$ cat config.mk
export PLATFORM = sky130hd
export DESIGN_NAME = fpwm_timer
export DESIGN_NICKNAME = d
export VERILOG_FILES = /design/src/rtl/fpwm_pkg.sv /design/src/rtl/fpwm_prescaler.sv /design/src/rtl/fpwm_counter.sv /design/src/rtl/fpwm_channel.sv /design/src/rtl/fpwm_timer.sv
export SDC_FILE = /design/constraint.sdc
export NUM_CORES = 1
export LEC_CHECK = 0
export BUFFER_PORTS_ARGS = -buffer_cell sky130_fd_sc_hd__buf_2
export CAP_MARGIN = 10
export CORE_MARGIN = 3
export CORE_UTILIZATION = 56
export DETAILED_ROUTE_END_ITERATION = 8
export PLACE_DENSITY = 0.82
export SETUP_SLACK_MARGIN = 0.5
export SLEW_MARGIN = 10
export SYNTH_ARGS = -nofsm -noshare
export SYNTH_HDL_FRONTEND = slang
export SYNTH_SLANG_ARGS = --single-unit
$ cat constraint.sdc
create_clock -name clk -period 2.5 [get_ports clk]
set_clock_uncertainty 0.05 [all_clocks]
set_input_delay 0.125 -clock clk [delete_from_list [all_inputs] [get_ports clk]]
set_output_delay 0.125 -clock clk [all_outputs]
set_load 0.02 [all_outputs]
$ cat src/rtl/fpwm_pkg.sv
package fpwm_pkg;

    localparam int PS_W = 10;

    localparam logic [2:0] WM_FIXED  = 3'd3;
    localparam logic [2:0] WM_VARTOP = 3'd7;

    typedef enum logic [1:0] {
        CM_OFF0   = 2'd0,
        CM_OFF1   = 2'd1,
        CM_NONINV = 2'd2,
        CM_INV    = 2'd3
    } cmp_mode_e;

    typedef enum logic {
        RUN_HALT   = 1'b0,
        RUN_ACTIVE = 1'b1
    } run_state_e;

    typedef enum logic {
        PIN_LOW  = 1'b0,
        PIN_HIGH = 1'b1
    } pin_state_e;

    // divider terminal count (divisor minus one) per select value
    function automatic logic [PS_W-1:0] ps_limit(input logic [2:0] sel);
        logic [PS_W-1:0] lim;
        unique case (sel)
            3'd1:    lim = PS_W'(0);
            3'd2:    lim = PS_W'(7);
            3'd3:    lim = PS_W'(31);
            3'd4:    lim = PS_W'(63);
            3'd5:    lim = PS_W'(127);
            3'd6:    lim = PS_W'(255);
            3'd7:    lim = PS_W'(1023);
            default: lim = PS_W'(0);
        endcase
        return lim;
    endfunction

endpackage

$ cat src/rtl/fpwm_prescaler.sv
module fpwm_prescaler
    import fpwm_pkg::*;
(
    input  logic       clk,
    input  logic       rst_n,
    input  logic [2:0] sel,
    output logic       tick
);

    logic [2:0]      sel_q;
    logic [PS_W-1:0] pc;
    logic [PS_W-1:0] lim;
    logic            sel_chg;
    logic            on;

    always_comb begin
        lim     = ps_limit(sel);
        sel_chg = (sel != sel_q);
        on      = (sel != 3'd0);
        tick    = on && !sel_chg && (pc == lim);
    end

    always_ff @(posedge clk) begin
        if (!rst_n) begin
            sel_q <= 3'd0;
            pc    <= '0;
        end else begin
            sel_q <= sel;
            if (sel_chg || tick || !on)
                pc <= '0;
            else
                pc <= pc + 1'b1;
        end
    end

endmodule

$ cat src/rtl/fpwm_counter.sv
module fpwm_counter
    import fpwm_pkg::*;
#(
    parameter int CNT_W = 8,
    parameter int NCH   = 2
) (
    input  logic                      clk,
    input  logic                      rst_n,
    input  logic                      tick,
    input  logic                      clk_on,
    input  logic [2:0]                wave_mode,
    input  logic [NCH-1:0]            cmp_we,
    input  logic [NCH-1:0][CNT_W-1:0] cmp_wdata,
    input  logic                      ovf_clr,
    output logic [CNT_W-1:0]          count,
    output logic                      step,
    output logic                      wrap,
    output logic [NCH-1:0][CNT_W-1:0] cmp_act,
    output logic                      ovf_flag
);

    run_state_e          state, state_nxt;
    logic                enable;
    logic [CNT_W-1:0]    top;
    logic [CNT_W-1:0]    cmp_buf [NCH];

    // run controller: state register
    always_ff @(posedge clk) begin
        if (!rst_n) state <= RUN_HALT;
        else        state <= state_nxt;
    end

    // run controller: transitions
    always_comb begin
        enable    = clk_on && ((wave_mode == WM_FIXED) || (wave_mode == WM_VARTOP));
        state_nxt = state;
        unique case (state)
            RUN_HALT:   if (enable)  state_nxt = RUN_ACTIVE;
            RUN_ACTIVE: if (!enable) state_nxt = RUN_HALT;
        endcase
    end

    // run controller: outputs
    always_comb begin
        top  = (wave_mode == WM_VARTOP) ? cmp_act[0] : {CNT_W{1'b1}};
        step = tick && enable && (state == RUN_ACTIVE);
        wrap = step && (count == top);
    end

    always_ff @(posedge clk) begin
        if (!rst_n)       count <= '0;
        else if (wrap)    count <= '0;
        else if (step)    count <= count + 1'b1;
    end

    always_ff @(posedge clk) begin
        if (!rst_n) begin
            for (int i = 0; i < NCH; i++) begin
                cmp_buf[i] <= '0;
                cmp_act[i] <= '0;
            end
        end else begin
            for (int i = 0; i < NCH; i++) begin
                if (cmp_we[i]) cmp_buf[i] <= cmp_wdata[i];
                if (wrap)      cmp_act[i] <= cmp_buf[i];
            end
        end
    end

    always_ff @(posedge clk) begin
        if (!rst_n) ovf_flag <= 1'b0;
        else        ovf_flag <= wrap | (ovf_flag & ~ovf_clr);
    end

endmodule

$ cat src/rtl/fpwm_channel.sv
module fpwm_channel
    import fpwm_pkg::*;
#(
    parameter int CNT_W = 8
) (
    input  logic             clk,
    input  logic             rst_n,
    input  logic             step,
    input  logic             wrap,
    input  logic [CNT_W-1:0] count,
    input  logic [CNT_W-1:0] cmp_act,
    input  logic [1:0]       cmode,
    input  logic             flag_clr,
    output logic             match,
    output logic             flag,
    output logic             pwm
);

    pin_state_e pin, pin_nxt;
    cmp_mode_e  cm;

    always_ff @(posedge clk) begin
        if (!rst_n) pin <= PIN_LOW;
        else        pin <= pin_nxt;
    end

    // restart level takes priority over match level
    always_comb begin
        cm      = cmp_mode_e'(cmode);
        match   = step && (count == cmp_act);
        pin_nxt = pin;
        unique case (cm)
            CM_OFF0, CM_OFF1: pin_nxt = PIN_LOW;
            CM_NONINV: begin
                if (wrap)       pin_nxt = PIN_HIGH;
                else if (match) pin_nxt = PIN_LOW;
            end
            CM_INV: begin
                if (wrap)       pin_nxt = PIN_LOW;
                else if (match) pin_nxt = PIN_HIGH;
            end
        endcase
    end

    always_comb begin
        pwm = (pin == PIN_HIGH);
    end

    always_ff @(posedge clk) begin
        if (!rst_n) flag <= 1'b0;
        else        flag <= match | (flag & ~flag_clr);
    end

endmodule

$ cat src/rtl/fpwm_timer.sv
module fpwm_timer
    import fpwm_pkg::*;
#(
    parameter int CNT_W = 8
) (
    input  logic             clk,
    input  logic             rst_n,
    input  logic [2:0]       clk_sel,
    input  logic [2:0]       wave_mode,
    input  logic [1:0]       cmode_a,
    input  logic [1:0]       cmode_b,
    input  logic             cmp_a_we,
    input  logic [CNT_W-1:0] cmp_a_wdata,
    input  logic             cmp_b_we,
    input  logic [CNT_W-1:0] cmp_b_wdata,
    input  logic             ovf_clr,
    input  logic             cmpa_clr,
    input  logic             cmpb_clr,
    output logic [CNT_W-1:0] count,
    output logic             pwm_a,
    output logic             pwm_b,
    output logic             ovf_flag,
    output logic             cmpa_flag,
    output logic             cmpb_flag
);

    localparam int NCH = 2;

    logic                      tick;
    logic                      step;
    logic                      wrap;
    logic [NCH-1:0]            cmp_we;
    logic [NCH-1:0][CNT_W-1:0] cmp_wdata;
    logic [NCH-1:0][CNT_W-1:0] cmp_act;
    logic [1:0]                cmode_v [NCH];
    logic                      clr_v   [NCH];
    logic                      match   [NCH];
    logic                      flag_v  [NCH];
    logic                      pwm_v   [NCH];

    assign cmp_we     = {cmp_b_we, cmp_a_we};
    assign cmp_wdata  = {cmp_b_wdata, cmp_a_wdata};
    assign cmode_v[0] = cmode_a;
    assign cmode_v[1] = cmode_b;
    assign clr_v[0]   = cmpa_clr;
    assign clr_v[1]   = cmpb_clr;

    fpwm_prescaler i_ps (
        .clk   (clk),
        .rst_n (rst_n),
        .sel   (clk_sel),
        .tick  (tick)
    );

    fpwm_counter #(.CNT_W(CNT_W), .NCH(NCH)) i_cnt (
        .clk       (clk),
        .rst_n     (rst_n),
        .tick      (tick),
        .clk_on    (clk_sel != 3'd0),
        .wave_mode (wave_mode),
        .cmp_we    (cmp_we),
        .cmp_wdata (cmp_wdata),
        .ovf_clr   (ovf_clr),
        .count     (count),
        .step      (step),
        .wrap      (wrap),
        .cmp_act   (cmp_act),
        .ovf_flag  (ovf_flag)
    );

    for (genvar i = 0; i < NCH; i++) begin : g_ch
        fpwm_channel #(.CNT_W(CNT_W)) i_ch (
            .clk      (clk),
            .rst_n    (rst_n),
            .step     (step),
            .wrap     (wrap),
            .count    (count),
            .cmp_act  (cmp_act[i]),
            .cmode    (cmode_v[i]),
            .flag_clr (clr_v[i]),
            .match    (match[i]),
            .flag     (flag_v[i]),
            .pwm      (pwm_v[i])
        );
    end

    assign pwm_a     = pwm_v[0];
    assign pwm_b     = pwm_v[1];
    assign cmpa_flag = flag_v[0];
    assign cmpb_flag = flag_v[1];

endmodule

==> metrics.log <==
[metrics] Sink Count: 59
[metrics] maximum clock rate: 0.457 GHz
[metrics] setup total negative slack: 0 ps
[metrics] biggest fanout along the worst timing path: 17
[metrics] synthesized area per cell: 9.56 um2
[metrics] clk_lat worst skew: 330 ps
[metrics] type of origin of the critical path: register
[metrics] leakage power total: 1.57 nW
[metrics] switch share: 22.2%
[metrics] top_reg_cell synth: sky130_fd_sc_hd__dfxtp_1
[metrics] final number of max-transition violations: 0
[metrics] effective utilization at floorplan: 59.1%
[metrics] worst min-delay path category: in -> reg
[metrics] routed length per placed instance: 14.2 um
[metrics] vias after detailed routing: 2362
[metrics] ys async rst share: 0%
[metrics] Worst R2R Path Depth: 7
[metrics] total routed wirelength: 6080 um
[metrics] die span in y: 77.3 um
[metrics] Clk pwr share: 42.7%
[metrics] number of port buffers: 45
[metrics] half-perimeter wire length after detailed placement: 4010 um
[metrics] delay of the slowest critical-path stage: 560 ps
[metrics] count of distinct cell types in the synthesized netlist: 50
[metrics] reg2reg start: i_ps.sel_q[1]
[metrics] largest vdd supply drop: 0.480 mV
[metrics] master of the slowest instance on the critical path: sky130_fd_sc_hd__or4_4
[metrics] count of endpoints failing setup in the final report: 0
[metrics] synthesized flop and latch total: 59
[metrics] maximum level of the CTS H-tree: 3
[metrics] site row count: 25
[metrics] simple-gate area share of the yosys netlist: 26.4%
[metrics] Reg clk slew, reported paths: 70 ps
[metrics] global routing usage summed across all routing layers: 21.1%
[metrics] Power per Cell Area: 563 nW/um2
[metrics] category of the worst setup path capture point: register
[metrics] Antenna Cells: 0
[metrics] maximum buffer depth of the clock tree: 2
[metrics] non-filler instance count after layout: 429
[metrics] mux share of post-synthesis cell area: 5.62%
[metrics] Placed Instances: 401
[metrics] clock buffer count from CTS: 9
[metrics] Buf+Inv Stages, Crit Path: 1
[metrics] Synth Warn #: 0
[metrics] Top Usage Layer GRT: met2
[metrics] share of the cycle needed by the critical path after routing: 87.6%
[metrics] clock root buffer: sky130_fd_sc_hd__clkbuf_8
[metrics] crit path cell chain: xor2_1 -> or4_4 -> a2111oi_4 -> o2111ai_2 -> buf_6 -> mux2i_1 -> nor2_1
[metrics] Relative slew margins: 58.9%
[metrics] class of the most critical setup path: reg -> reg
[metrics] number of enable-type register cells in the synthesized netlist: 16
[metrics] fraction of the mapped netlist area in adder cells: 0.878%
[metrics] worst min-delay path startpoint: cmp_b_wdata[1]
[metrics] run status: complete, no violations
[metrics] Power Internal: 1.55 mW
[metrics] grt total ovfl: 0
[metrics] nets in the synthesized netlist: 333
[metrics] synthesized-area fraction occupied by xor and xnor cells: 5.84%
[metrics] share of layout cells above drive strength 1: 26.0%
[metrics] count of TritonRoute iterations in the first routing pass: 4
[metrics] P&R area growth vs syn: 23.9%
[metrics] critical register-to-register path endpoint: i_cnt.cmp_act[13]
[metrics] Synth Cell Area: 2850 um2
[metrics] net switching power figure: 0.441 mW
[metrics] worst hold stages: 2
[metrics] post-synthesis sequential area ratio: 47.1%
[metrics] power share of the sequential group: 51.5%
[metrics] final-layout fill cell count: 369
[metrics] fraction of met1 tracks used by global routing: 27.8%
[metrics] maxcap violations: 0
[metrics] fraction of the mapped netlist area in compound gates: 11.1%
[metrics] main combinational cell family by area after synthesis: simple AND/OR/NAND/NOR gates
[metrics] TritonCTS clock tree: yes
[metrics] Floorplan Core Area: 4820 um2
[metrics] antenna viol nets, final: 0
[metrics] first-pass GRT wire length: 10100 um
[metrics] met3 GRT Util: 5.75%
[metrics] Die Area: 5980 um2
[metrics] Vias per Instance: 5.51
[metrics] largest net degree at the start of global routing: 28
[metrics] minimum hold slack: 20.2 ps
[metrics] CP Launch Point: i_ps.sel_q[1]
[metrics] DRC violation count after routing: 0
[metrics] setup slack on the worst flop-to-flop path: 310 ps
[metrics] Hold Fails Final Rpt: 0
[metrics] number of antenna violations at the first check in global routing: 0
[metrics] post-layout min period: 2190 ps
[metrics] horizontal die dimension: 77.3 um
[metrics] met2 layer usage reported by global route: 32.7%
[metrics] kind of cell adding the most delay to the critical path: simple AND/OR/NAND/NOR gates
[metrics] I/O pin count: 46
[metrics] critical path required time: 2660 ps
[metrics] number of nets in the layout: 392
[metrics] Least-Margin Pin Slew: 614 ps
[metrics] Worst Hold Path EP: i_cnt.cmp_buf[1][1]
[metrics] RSZ-0062 raised after global routing: true
[metrics] number of global-route vias before repair: 2144
[metrics] Cells after Synth: 298
[metrics] Initial DRC Count: 173
[metrics] RD Place Congestion: 0.850
[metrics] power share of the combinational group: 5.9%
[metrics] critical path data arrival time: 2350 ps
## cells in the mapped netlist, types with 2 or more instances
master | number | share of area, %
sky130_fd_sc_hd__o2111ai_1 | 4 | 1.2
sky130_fd_sc_hd__edfxtp_1 | 16 | 17
sky130_fd_sc_hd__a31oi_1 | 3 | 0.66
sky130_fd_sc_hd__nand4_1 | 3 | 0.66
sky130_fd_sc_hd__nor4_1 | 3 | 0.66
sky130_fd_sc_hd__xnor2_1 | 5 | 1.5
sky130_fd_sc_hd__buf_2 | 3 | 0.53
sky130_fd_sc_hd__nand2_1 | 14 | 1.8
sky130_fd_sc_hd__nor2_1 | 38 | 5.0
sky130_fd_sc_hd__a21oi_1 | 14 | 2.5
sky130_fd_sc_hd__nand3_1 | 17 | 3.0
sky130_fd_sc_hd__ha_1 | 2 | 0.88
sky130_fd_sc_hd__and3_1 | 6 | 1.3
sky130_fd_sc_hd__xor2_1 | 14 | 4.3
sky130_fd_sc_hd__or3_1 | 3 | 0.66
sky130_fd_sc_hd__nor3_1 | 3 | 0.53
sky130_fd_sc_hd__clkbuf_1 | 9 | 1.2
sky130_fd_sc_hd__nand3b_1 | 2 | 0.53
sky130_fd_sc_hd__a2111o_1 | 2 | 0.79
sky130_fd_sc_hd__mux2i_1 | 16 | 5.6
sky130_fd_sc_hd__and4_1 | 2 | 0.61
sky130_fd_sc_hd__nor4bb_1 | 2 | 0.70
sky130_fd_sc_hd__nand2b_1 | 12 | 2.6
sky130_fd_sc_hd__dfxtp_1 | 43 | 30
sky130_fd_sc_hd__and2_1 | 23 | 5.1
sky130_fd_sc_hd__nor2b_1 | 8 | 1.8
sky130_fd_sc_hd__a221oi_1 | 2 | 0.61
sky130_fd_sc_hd__inv_1 | 5 | 0.66
sky130_fd_sc_hd__buf_4 | 2 | 0.53
sky130_fd_sc_hd__o22ai_1 | 2 | 0.44
## state kept, by name, indices dropped and copies added (netlist names)
| name | cells |
|---|---|
| i_ps.pc | 10 |
| g_ch.i_ch.pwm | 2 |
| i_cnt.cmp_act | 16 |
| i_cnt.state | 1 |
| g_ch.i_ch.flag | 2 |
| i_cnt.cmp_buf | 16 |
| i_cnt.ovf_flag | 1 |
| i_cnt.count | 8 |
| i_ps.sel_q | 3 |
## worst register-to-register path: cells and delay by family, from the launching register on
kind	cells	cell delay, ps
flops	1	320
buf+inv	1	240
simple gates	2	620
xor+xnor	1	160
mux	1	170
compound gates	2	510
## layer usage
layer,up-vias,routed length (um)
met2,92,2820
met5,-,0
met4,0,94
met3,11,466
li1,1177,-
met1,1082,2700
## power by group through the flow
stage                     Combinational, mW  Clock (mW)  Sequential [mW]
after global routing                  0.129       0.909             1.03
after CTS                             0.110       0.862             1.02
final                                 0.117       0.848             1.02
after global placement               0.0974           0             1.04
after floorplan                      0.0607           0             1.04
after detailed placement              0.100           0             1.04
## final cells by class
class / count / area (um2) / share of cell area (%)
tap: 67 / 83.8 / 2.38
multi-input combinational: 219 / 1510 / 42.7
inverter: 6 / 22.5 / 0.638
sequential: 59 / 1350 / 38.1
clock inverter: 5 / 52.6 / 1.49
clock buffer: 11 / 141 / 4.01
timing repair buffer: 62 / 378 / 10.7
## worst max path at each step
stage / end / slack [ps] / cells past startpoint
floorplan: g_ch[0].i_ch.pwm / 380 / 7
finish: i_cnt.cmp_act[13] / 310 / 7
detailed placement: i_cnt.cmp_act[13] / 250 / 7
global placement: g_ch[1].i_ch.pwm / 280 / 6
CTS: i_cnt.cmp_act[13] / 360 / 7
global route: i_cnt.cmp_act[0] / 230 / 7
## cells in the final DEF, fill, tap and decap left out, drive strengths merged, types with 4 or more instances in the layout
cell type	synthesis	routed
nand3	17	17
edfxtp	16	16
nor2	38	38
and3	6	6
xnor2	5	5
xor2	14	14
mux2i	16	16
nand2	14	14
nor2b	8	8
inv	6	6
dfxtp	43	43
clkbuf	9	11
a21oi	14	14
buf	5	58
o2111ai	4	4
nand2b	12	12
dlygate4sd3	0	4
and2	23	23
## metrics by stage
stage / cell area [um2] / setup WS (ps) / utilization [%] / total power, mW
finish: 3530 / 310 / 73.3 / 1.99
global route: 3530 / 235 / 73.3 / 2.06
CTS: 3480 / 357 / 72.3 / 1.99
detailed placement: 3150 / 249 / 65.3 / 1.14
global placement: 3150 / 275 / 65.3 / 1.14
floorplan: 2860 / 376 / - / 1.10
## timing repair
item,in CTS,in global routing
setup buffers,5,3
gates resized for setup,16,6
pin swaps,7,4
setup endpoints to repair,29,39
hold buffers,4,0
hold endpoints to repair,4,0
gates cloned,0,0
## kinds of logic after synthesis
group	count (synthesis)
buffers and inverters	20
DFF	59
xor gates and xnor gates	19
and+or+nand+nor	141
AOI/OAI and AO/OA	41
muxes	16
adders and majority gates	2
Power figures use the tool's default switching activity.
